===== config.mk =====
export PLATFORM = sky130hd
export DESIGN_NAME = ep_ldst_unit
export DESIGN_NICKNAME = d
export VERILOG_FILES = /design/src/rtl/ep_ldst_pkg.sv /design/src/rtl/ep_addr_gen.sv /design/src/rtl/ep_lane_ctl.sv /design/src/rtl/ep_load_fmt.sv /design/src/rtl/ep_ldst_unit.sv
export SDC_FILE = /design/constraint.sdc
export NUM_CORES = 1
export LEC_CHECK = 0
export BUFFER_PORTS_ARGS = -buffer_cell sky130_fd_sc_hd__buf_4
export CORE_MARGIN = 1.5
export CORE_UTILIZATION = 47
export DETAILED_ROUTE_END_ITERATION = 6
export HOLD_SLACK_MARGIN = 0.02
export PLACE_DENSITY = 0.95
export SYNTH_ARGS = -nofsm -noshare
export SYNTH_HDL_FRONTEND = slang
export SYNTH_SLANG_ARGS = --single-unit

===== constraint.sdc =====
create_clock -name clk -period 5.5 [get_ports clk]
set_input_delay 0.275 -clock clk [delete_from_list [all_inputs] [get_ports clk]]
set_output_delay 0.275 -clock clk [all_outputs]
set_load 0.1 [all_outputs]

===== src/rtl/ep_ldst_pkg.sv =====
package ep_ldst_pkg;

    localparam int DATA_W     = 32;
    localparam int LANES      = DATA_W / 8;
    localparam int LANE_IDX_W = $clog2(LANES);
    localparam int DISP_W     = 8;

    typedef enum logic [1:0] {
        SZ_BYTE     = 2'b00,
        SZ_HALF     = 2'b01,
        SZ_WORD     = 2'b10,
        SZ_WORD_ALT = 2'b11
    } acc_size_e;

    typedef struct packed {
        acc_size_e size;
        logic      is_unsigned;
        logic      is_store;
    } acc_mode_t;

    // Count of displacement bits that take part in the address, per access kind.
    function automatic logic [3:0] disp_bits(acc_mode_t m);
        logic [3:0] w;
        if (m.size[1]) begin
            w = 4'd8;
        end else if (m.size == SZ_HALF) begin
            w = (m.is_unsigned && !m.is_store) ? 4'd5 : 4'd8;
        end else begin
            w = (m.is_unsigned && !m.is_store) ? 4'd4 : 4'd7;
        end
        return w;
    endfunction

    // Mask of displacement bits kept after width limiting and alignment forcing.
    function automatic logic [DISP_W-1:0] disp_keep(acc_mode_t m);
        logic [DISP_W-1:0] mask;
        mask = {DISP_W{1'b1}} >> (4'(DISP_W) - disp_bits(m));
        if (m.size == SZ_HALF) mask[0] = 1'b0;
        if (m.size[1])         mask[1:0] = 2'b00;
        return mask;
    endfunction

endpackage


===== src/rtl/ep_addr_gen.sv =====
module ep_addr_gen
    import ep_ldst_pkg::*;
#(
    parameter int ADDR_W = 32
) (
    input  logic [ADDR_W-1:0] base,
    input  logic [DISP_W-1:0] disp_raw,
    input  acc_mode_t         mode,
    output logic [ADDR_W-1:0] addr
);
    localparam int PAD_W = ADDR_W - DISP_W;

    logic [DISP_W-1:0] disp_kept;

    always_comb begin
        disp_kept = disp_raw & disp_keep(mode);
        addr      = base + {{PAD_W{1'b0}}, disp_kept};
    end
endmodule


===== src/rtl/ep_lane_ctl.sv =====
module ep_lane_ctl
    import ep_ldst_pkg::*;
(
    input  logic [LANE_IDX_W-1:0] addr_lo,
    input  acc_size_e             size,
    input  logic [DATA_W-1:0]     src,
    output logic [LANES-1:0]      be,
    output logic [DATA_W-1:0]     lanes_out
);
    for (genvar i = 0; i < LANES; i++) begin : g_lane
        localparam logic [LANE_IDX_W-1:0] IDX = LANE_IDX_W'(i);
        logic       hit_byte;
        logic       hit_half;
        logic [7:0] src_byte;

        assign hit_byte = (size == SZ_BYTE) && (addr_lo == IDX);
        assign hit_half = (size == SZ_HALF) &&
                          (addr_lo[LANE_IDX_W-1:1] == IDX[LANE_IDX_W-1:1]);
        assign be[i]    = size[1] | hit_byte | hit_half;

        assign src_byte = size[1]           ? src[8*i +: 8] :
                          (size == SZ_HALF) ? src[8*(i%2) +: 8] :
                                              src[7:0];

        assign lanes_out[8*i +: 8] = be[i] ? src_byte : 8'h00;
    end
endmodule


===== src/rtl/ep_load_fmt.sv =====
module ep_load_fmt
    import ep_ldst_pkg::*;
(
    input  logic [DATA_W-1:0]     raw,
    input  logic [LANE_IDX_W-1:0] addr_lo,
    input  acc_mode_t             mode,
    output logic [DATA_W-1:0]     result
);
    logic [7:0]  sel_b;
    logic [15:0] sel_h;

    always_comb begin
        sel_b = raw[8*addr_lo +: 8];
        sel_h = raw[16*addr_lo[LANE_IDX_W-1] +: 16];
        if (mode.size[1]) begin
            result = raw;
        end else if (mode.size == SZ_HALF) begin
            result = mode.is_unsigned ? {{(DATA_W-16){1'b0}}, sel_h}
                                      : {{(DATA_W-16){sel_h[15]}}, sel_h};
        end else begin
            result = mode.is_unsigned ? {{(DATA_W-8){1'b0}}, sel_b}
                                      : {{(DATA_W-8){sel_b[7]}}, sel_b};
        end
    end
endmodule


===== src/rtl/ep_ldst_unit.sv =====
module ep_ldst_unit
    import ep_ldst_pkg::*;
#(
    parameter int ADDR_W = 32
) (
    input  logic              clk,
    input  logic              rst,
    input  logic              req_valid,
    output logic              req_ready,
    input  logic              req_store,
    input  logic [1:0]        req_size,
    input  logic              req_unsigned,
    input  logic [DISP_W-1:0] req_disp,
    input  logic [ADDR_W-1:0] ep_base,
    input  logic [DATA_W-1:0] req_wdata,
    output logic              mem_valid,
    input  logic              mem_ready,
    output logic              mem_we,
    output logic [ADDR_W-1:0] mem_addr,
    output logic [LANES-1:0]  mem_be,
    output logic [DATA_W-1:0] mem_wdata,
    input  logic [DATA_W-1:0] mem_rdata,
    output logic              rsp_valid,
    output logic [DATA_W-1:0] rsp_data
);
    acc_mode_t         mode;
    logic              fire_load;
    logic [DATA_W-1:0] load_word;

    always_comb begin
        mode.size        = acc_size_e'(req_size);
        mode.is_unsigned = req_unsigned;
        mode.is_store    = req_store;
    end

    assign mem_valid = req_valid;
    assign req_ready = mem_ready;
    assign mem_we    = req_store;
    assign fire_load = req_valid && mem_ready && !req_store;

    ep_addr_gen #(.ADDR_W(ADDR_W)) u_addr (
        .base     (ep_base),
        .disp_raw (req_disp),
        .mode     (mode),
        .addr     (mem_addr)
    );

    ep_lane_ctl u_lanes (
        .addr_lo   (mem_addr[LANE_IDX_W-1:0]),
        .size      (mode.size),
        .src       (req_wdata),
        .be        (mem_be),
        .lanes_out (mem_wdata)
    );

    ep_load_fmt u_fmt (
        .raw     (mem_rdata),
        .addr_lo (mem_addr[LANE_IDX_W-1:0]),
        .mode    (mode),
        .result  (load_word)
    );

    always_ff @(posedge clk) begin
        if (rst) begin
            rsp_valid <= 1'b0;
            rsp_data  <= '0;
        end else begin
            rsp_valid <= fire_load;
            if (fire_load) rsp_data <= load_word;
        end
    end
endmodule


---- Yosys cells after proc, flatten, opt, wreduce, memory -nomap -nowiden ----
Index checks and enable logic that the tools add are counted.
W data, S select, Z words.
word-level totals
  flip-flop bits (word level) ............. 33
  input port bits ......................... 112
  output and inout bits ................... 104
  logic and storage cells ................. 51
operators by class
  add/subtract/negate cells ............... 2
  equality and inequality tests ........... 4
  shifts and indexed selects .............. 3
  mux-type cells .......................... 18
  bitwise operators ....................... 10
  reductions and logical operators ........ 12
operators with widths
  cell                   number
  $mux W32               4
  $mux W8                8
  $add A32 B8 Y32        1
  $shiftx A32 B6 Y16     1
  $shiftx A32 B6 Y8      1
  $mux W4                3
  $logic_and A1 B1 Y1    9
  $and A8 B8 Y8          1
  $or A1 B1 Y1           8
  $shr A8 B4 Y8 const A  1
  $eq A2 B1 Y1 const B   2
  $eq A2 B2 Y1 const B   2
  $logic_not A2 Y1       2
  $mux W2                2
  $sub A4 B4 Y4 const A  1
  $logic_not A1 Y1       1
  $mux W1                1
  $not A1 Y1             1

---- Depth between registers and ports, before layout ----
  depth in word-level cells ............... 16
  depth in mapped cells ................... 15
  gate-level depth less buffers ........... 14

---- Modules after synthesis ----
A second synthesis with hierarchy kept.
unflattened totals
  cell total of the unflattened synthesis .. 461
  area, all modules ....................... 3783.6 µm²
modules (own cells, without submodules)
  module        times used  cells an instance  area each (µm²)  sequential area each (µm²)
  ep_ldst_unit  1           145                1517.7           660.6
  ep_addr_gen   1           142                1077.3           0.0
  ep_load_fmt   1           94                 679.4            0.0
  ep_lane_ctl   1           80                 509.2            0.0

---- Worst setup path before layout ----
No wires, ideal clock.
  path type ............................... input-to-output
  from .................................... input port req_size[1]
  to ...................................... output port mem_wdata[0]
  arrival ................................. 4.950 ns
  required time ........................... 5.225 ns
  path slack .............................. 0.275 ns
  cell stages on the path ................. 9
  buffers on the path ..................... 4
  cells stage by stage .................... buf_2 > buf_1 > nor2b_1 > fa_1 > buf_2 > nor2b_1 > buf_2 > nor2_1 > and2_1
on the way
  longest elaborated chain between the ends .. 14
  elaborated cells between the ends (all ways) .. 17
  those cells by class .................... add/sub: 2; eq/ne: 1; shift: 1; mux: 5; bitwise: 4; reduce/logical: 4
ends and longest elaborated chain
  item                   RTL line                              text
  start: declaration     ep_ldst_unit.sv:11                    input logic [1:0] req_size,
  $eq A2 B1 Y1           ep_ldst_pkg.sv:26, ep_ldst_pkg.sv:38
  $mux W4                ep_ldst_pkg.sv:26                     end else if (m.size == SZ_HALF) begin
  $mux W4                ep_ldst_pkg.sv:24                     if (m.size[1]) begin
  $sub A4 B4 Y4          ep_ldst_pkg.sv:37                     mask = {DISP_W{1'b1}} >> (4'(DISP_W) - disp_bits(m));
  $shr A8 B4 Y8          ep_ldst_pkg.sv:37
  $mux W1                ep_ldst_pkg.sv:38                     if (m.size == SZ_HALF) mask[0] = 1'b0;
  $mux W2 *              ep_ldst_pkg.sv:39                     if (m.size[1]) mask[1:0] = 2'b00;
  $and A8 B8 Y8 *        ep_addr_gen.sv:16                     disp_kept = disp_raw & disp_keep(mode);
  $add A32 B8 Y32 *      ep_addr_gen.sv:17                     addr = base + {{PAD_W{1'b0}}, disp_kept};
  named net mem_addr[1]  ep_ldst_unit.sv:19                    output logic [ADDR_W-1:0] mem_addr,
  $logic_not A2 Y1       ep_lane_ctl.sv:16                     assign hit_byte = (size == SZ_BYTE) && (addr_lo == IDX);
  $logic_and A1 B1 Y1    ep_lane_ctl.sv:16
  $or A1 B1 Y1           ep_lane_ctl.sv:19                     assign be[i] = size[1] | hit_byte | hit_half;
  $or A1 B1 Y1 *         ep_lane_ctl.sv:19
  named net mem_be[0]    ep_ldst_unit.sv:20                    output logic [LANES-1:0] mem_be,
  $mux W8 *              ep_lane_ctl.sv:25                     assign lanes_out[8*i +: 8] = be[i] ? src_byte : 8'h00;
  end: declaration       ep_ldst_unit.sv:21                    output logic [DATA_W-1:0] mem_wdata,
The timed path passes the listed nets; every way through them passes the cells marked *.

---- Final worst setup path ----
  from .................................... input port req_size[0]
  to ...................................... output port mem_addr[14]
on the way
  longest elaborated chain between the ends .. 9
ends and longest elaborated chain
  item               RTL line
  $eq A2 B1 Y1 *     ep_ldst_pkg.sv:26, ep_ldst_pkg.sv:38
  $mux W4            ep_ldst_pkg.sv:26
  $mux W4            ep_ldst_pkg.sv:24
  $sub A4 B4 Y4      ep_ldst_pkg.sv:37
  $shr A8 B4 Y8      ep_ldst_pkg.sv:37
  $mux W1            ep_ldst_pkg.sv:38
  $mux W2            ep_ldst_pkg.sv:39
  $and A8 B8 Y8 *    ep_addr_gen.sv:16
  $add A32 B8 Y32 *  ep_addr_gen.sv:17
  end: declaration   ep_ldst_unit.sv:19
Mark *: on every way between the ends. The rest lies on a longest branch, timed or not.

==> summary.md <==
| Metric | Value |
|---|---|
| Die Ht | `86.4 um` |
| Worst EP required | `5.22 ns` |
| Post-synth EDFFs | `0` |
| Largest area contributor in the netlist | `dfxtp_1` |
| Peak VDD IR | `0.244 mV` |
| Fraction of layout cells with a size suffix above 1 | `40.2%` |
| Initial Util | `about half` |
| P_leak | `about 2.4 nW` |
| Worst R2R Start | `rsp_data[9]$_SDFFE_PP0P_` |
| R2R setup slack | `4.76 ns` |
| Max Fclk | `223 MHz` |
| Hold_sp | `mem_rdata[16]` |
| Boundary Pins | `approximately 220` |
| Sink Count | `33` |
| Global Route Usage Sum | `29.9%` |
| Worst Hold Class | `in2reg` |
| Die ar. | `7460 um2` |
| Slew Viols, Final | `0` |
| Combinational family with the most area after synthesis | `simple AND/OR/NAND/NOR gates` |
| Register area share after synthesis | `20.2%` |
| CTS Hold Bufs | `0` |
| XOR/XNOR Fraction of Synth Area | `7.77%` |
| Nets | `768` |
| Outcome | `complete, no violations` |
| Final min period | `4.48 ns` |
| Mux cell area share after synthesis | `about 6.9%` |
| Final Cycle Share | `81.4%` |
| Post-synthesis adder-cell area fraction | `5.97%` |
| Antenna cells | `0` |
| Routed vias | `4,086` |
| Final count of hold timing violations | `0` |
| Vias in the first global route | `~3,800` |
| Post-route ant nets | `0` |
| Initial antenna violation count | `0` |
| Pre-antenna DRT Iters | `7` |
| Initial drt markers | `320` |
| #FFs+latches synth | `33` |
| Clock Path Buffers | `2` |
| Largest net degree at the start of global routing | `70` |
| Core area | `6760 um2` |
| Total Wirelength | `11,700 um` |
| Compound-Gate Fraction of Synth Area | `around 24%` |
| Max-Cap Viols | `0` |
| Fillcell total | `490` |
| Most common cell after layout, fill and taps aside | `buf_4` |
| Final setup violation count | `0` |
| H-tree depth | `2` |
| Top fanout value on the critical path | `24` |
| GR Overflow Total | `0` |
| Syn Area/Cell | `7.34 um2` |
| Setup TNS | `0 ns` |
| Skew final | `0 ns` |
| Syn Std Cell Area | `3270 um2` |
| PD cells | `278 nW/um2` |
| Worst setup EP type | `output port` |
| Final routed DRC violation total | `0` |
| Clock Latency Late Sink | `0.28 ns` |
| Syn Inst Count | `445` |
| Hpwl dp | `~9300 um` |
| CTS tree | `done` |
| CTS Root Buffer Type | `clkbuf_8` |
| RSZ-0062 raised after global routing | `no` |
| Synth async-reset ratio | `0%` |
| First-pass GRT wire length | `17,900 um` |
| Count of cell types in the netlist | `between 40 and 50` |
| GP Congestion | `roughly 0.89` |
| Via density | `5.66` |
| Worst Setup Path Type | `in2out` |
| Synth Warn # | `0` |
| Most frequent cells in the layout | `buf_4 (221), nor2_1 (63), nand2_1 (58)` |
| Crit start category | `primary input` |
| Critical Path AT | `4.20 ns` |
| Worst-margin pin slew | `0.940 ns` |
| Post-Synthesis Net Count | `572` |
| Row count | `30` |
| CTS buffer count | `5` |
| Slew HR | `between 30 and 40%` |
| Port bufs | `215` |
| Postcts setup bufs | `0` |
| Most used DFF post-synth | `dfxtp_1` |
| Post-cts resize count | `0` |
| Main area contributors after synthesis | `dfxtp_1 (20%), nor2_1 (7.4%), nand2_1 (6.7%), xor2_1 (5.6%), ha_1 (5.4%)` |
| Clock transition at the registers of the reported paths | `0.07 ns` |
| Worst setup path start | `req_size[0]` |
| Die extent in x | `approximately 86 um` |
| Area grow syn2layout | `52.9%` |
| End-of-flow core utilization | `74.0%` |
| Share of the synthesized area in the top cell type | `20.2%` |
| Wirelength per Cell | `about 16 um` |
| Post-Synth Simple-Gate Area | `28.5%` |
[critical path, stage by stage]
cell,delay [ns]
buf_4,0.29
nand2b_1,0.16
ha_1,0.32
or2_2,0.29
ha_1,0.20
inv_1,0.06
ha_1,0.23
nand2b_1,0.14
and3_1,0.17
ha_1,0.32
a21o_1,0.22
a221oi_2,0.35
a221o_1,0.54
nor3_1,0.14
xor2_1,0.16
buf_4,0.31
[cell usage after synthesis, drive strengths merged (4+ instances only)]
| master | number |
|---|---|
| nand3 | 7 |
| nor2 | 65 |
| nor3 | 9 |
| nand2 | 58 |
| o21ai | 15 |
| a22o | 8 |
| xnor2 | 8 |
| a22oi | 4 |
| xor2 | 21 |
| buf | 13 |
| clkbuf | 19 |
| a222oi | 7 |
| nand3b | 4 |
| or2 | 7 |
| nand2b | 8 |
| nor4 | 10 |
| and2 | 10 |
| and3 | 7 |
| ha | 14 |
| mux2i | 17 |
| dfxtp | 33 |
| inv | 16 |
| a211oi | 33 |
| a21oi | 26 |
[path summary, 6_finish.rpt]
kind,depth (start not counted),end
worst max-delay path,16,mem_addr[14]
worst min-delay path,3,rsp_data[16]$_SDFFE_PP0P_
worst max register to register,2,rsp_data[9]$_SDFFE_PP0P_
worst min register to register,2,rsp_data[14]$_SDFFE_PP0P_
[cell families after synthesis]
| kind of cell | after synthesis |
|---|---|
| flops | 33 |
| fa+ha+maj | 15 |
| xor+xnor | 29 |
| buf+inv | 49 |
| compound gates | 104 |
| mux | 21 |
| simple gates | 194 |
[flip-flops by register name, summed over array words and instances (netlist names)]
name       flops
rsp_data      32
rsp_valid      1
[cell type report]
type	count	area, um2	area share [%]
clock buffers	7	86.3	1.73
clock inverters	1	30.0	0.601
flip-flops and latches	33	661	13.2
inverters	17	63.8	1.28
repair buffers	221	1660	33.2
well taps	80	100	2.00
multi-input cells	363	2400	48.0
[per-stage QoR]
step / setup WS, ns / hold WS [ns] / power (mW) / std cells / area [um2]
3_5_place_dp: 1.05 / 0.495 / 1.16 / 714 / 4880
2_1_floorplan: 0.275 / 0.426 / 0.937 / 445 / 3270
5_1_grt: 0.797 / 0.274 / 1.44 / 722 / 5000
6_report: 1.02 / 0.270 / 1.39 / 722 / 5000
4_1_cts: 1.04 / 0.262 / 1.39 / 722 / 5000
3_3_place_gp: 1.19 / 0.490 / 1.15 / 714 / 4880
[where the power goes]
group | internal (mW) | switching (mW)
registers | 0.252 | 0.00667
logic | 0.224 | 0.674
clock network | 0.148 | 0.0877
total | 0.623 | 0.768
[per-layer routing]
layer / part of all wire [%] / vias up / global-route usage [%]
li1: - / 1963 / -
met1: 37 / 1894 / 33.6
met2: 52 / 206 / 56.6
met3: 8.4 / 23 / 5.52
met4: 2.4 / 0 / 9.38
met5: 0 / - / 0
Power figures use the tool's default switching activity.
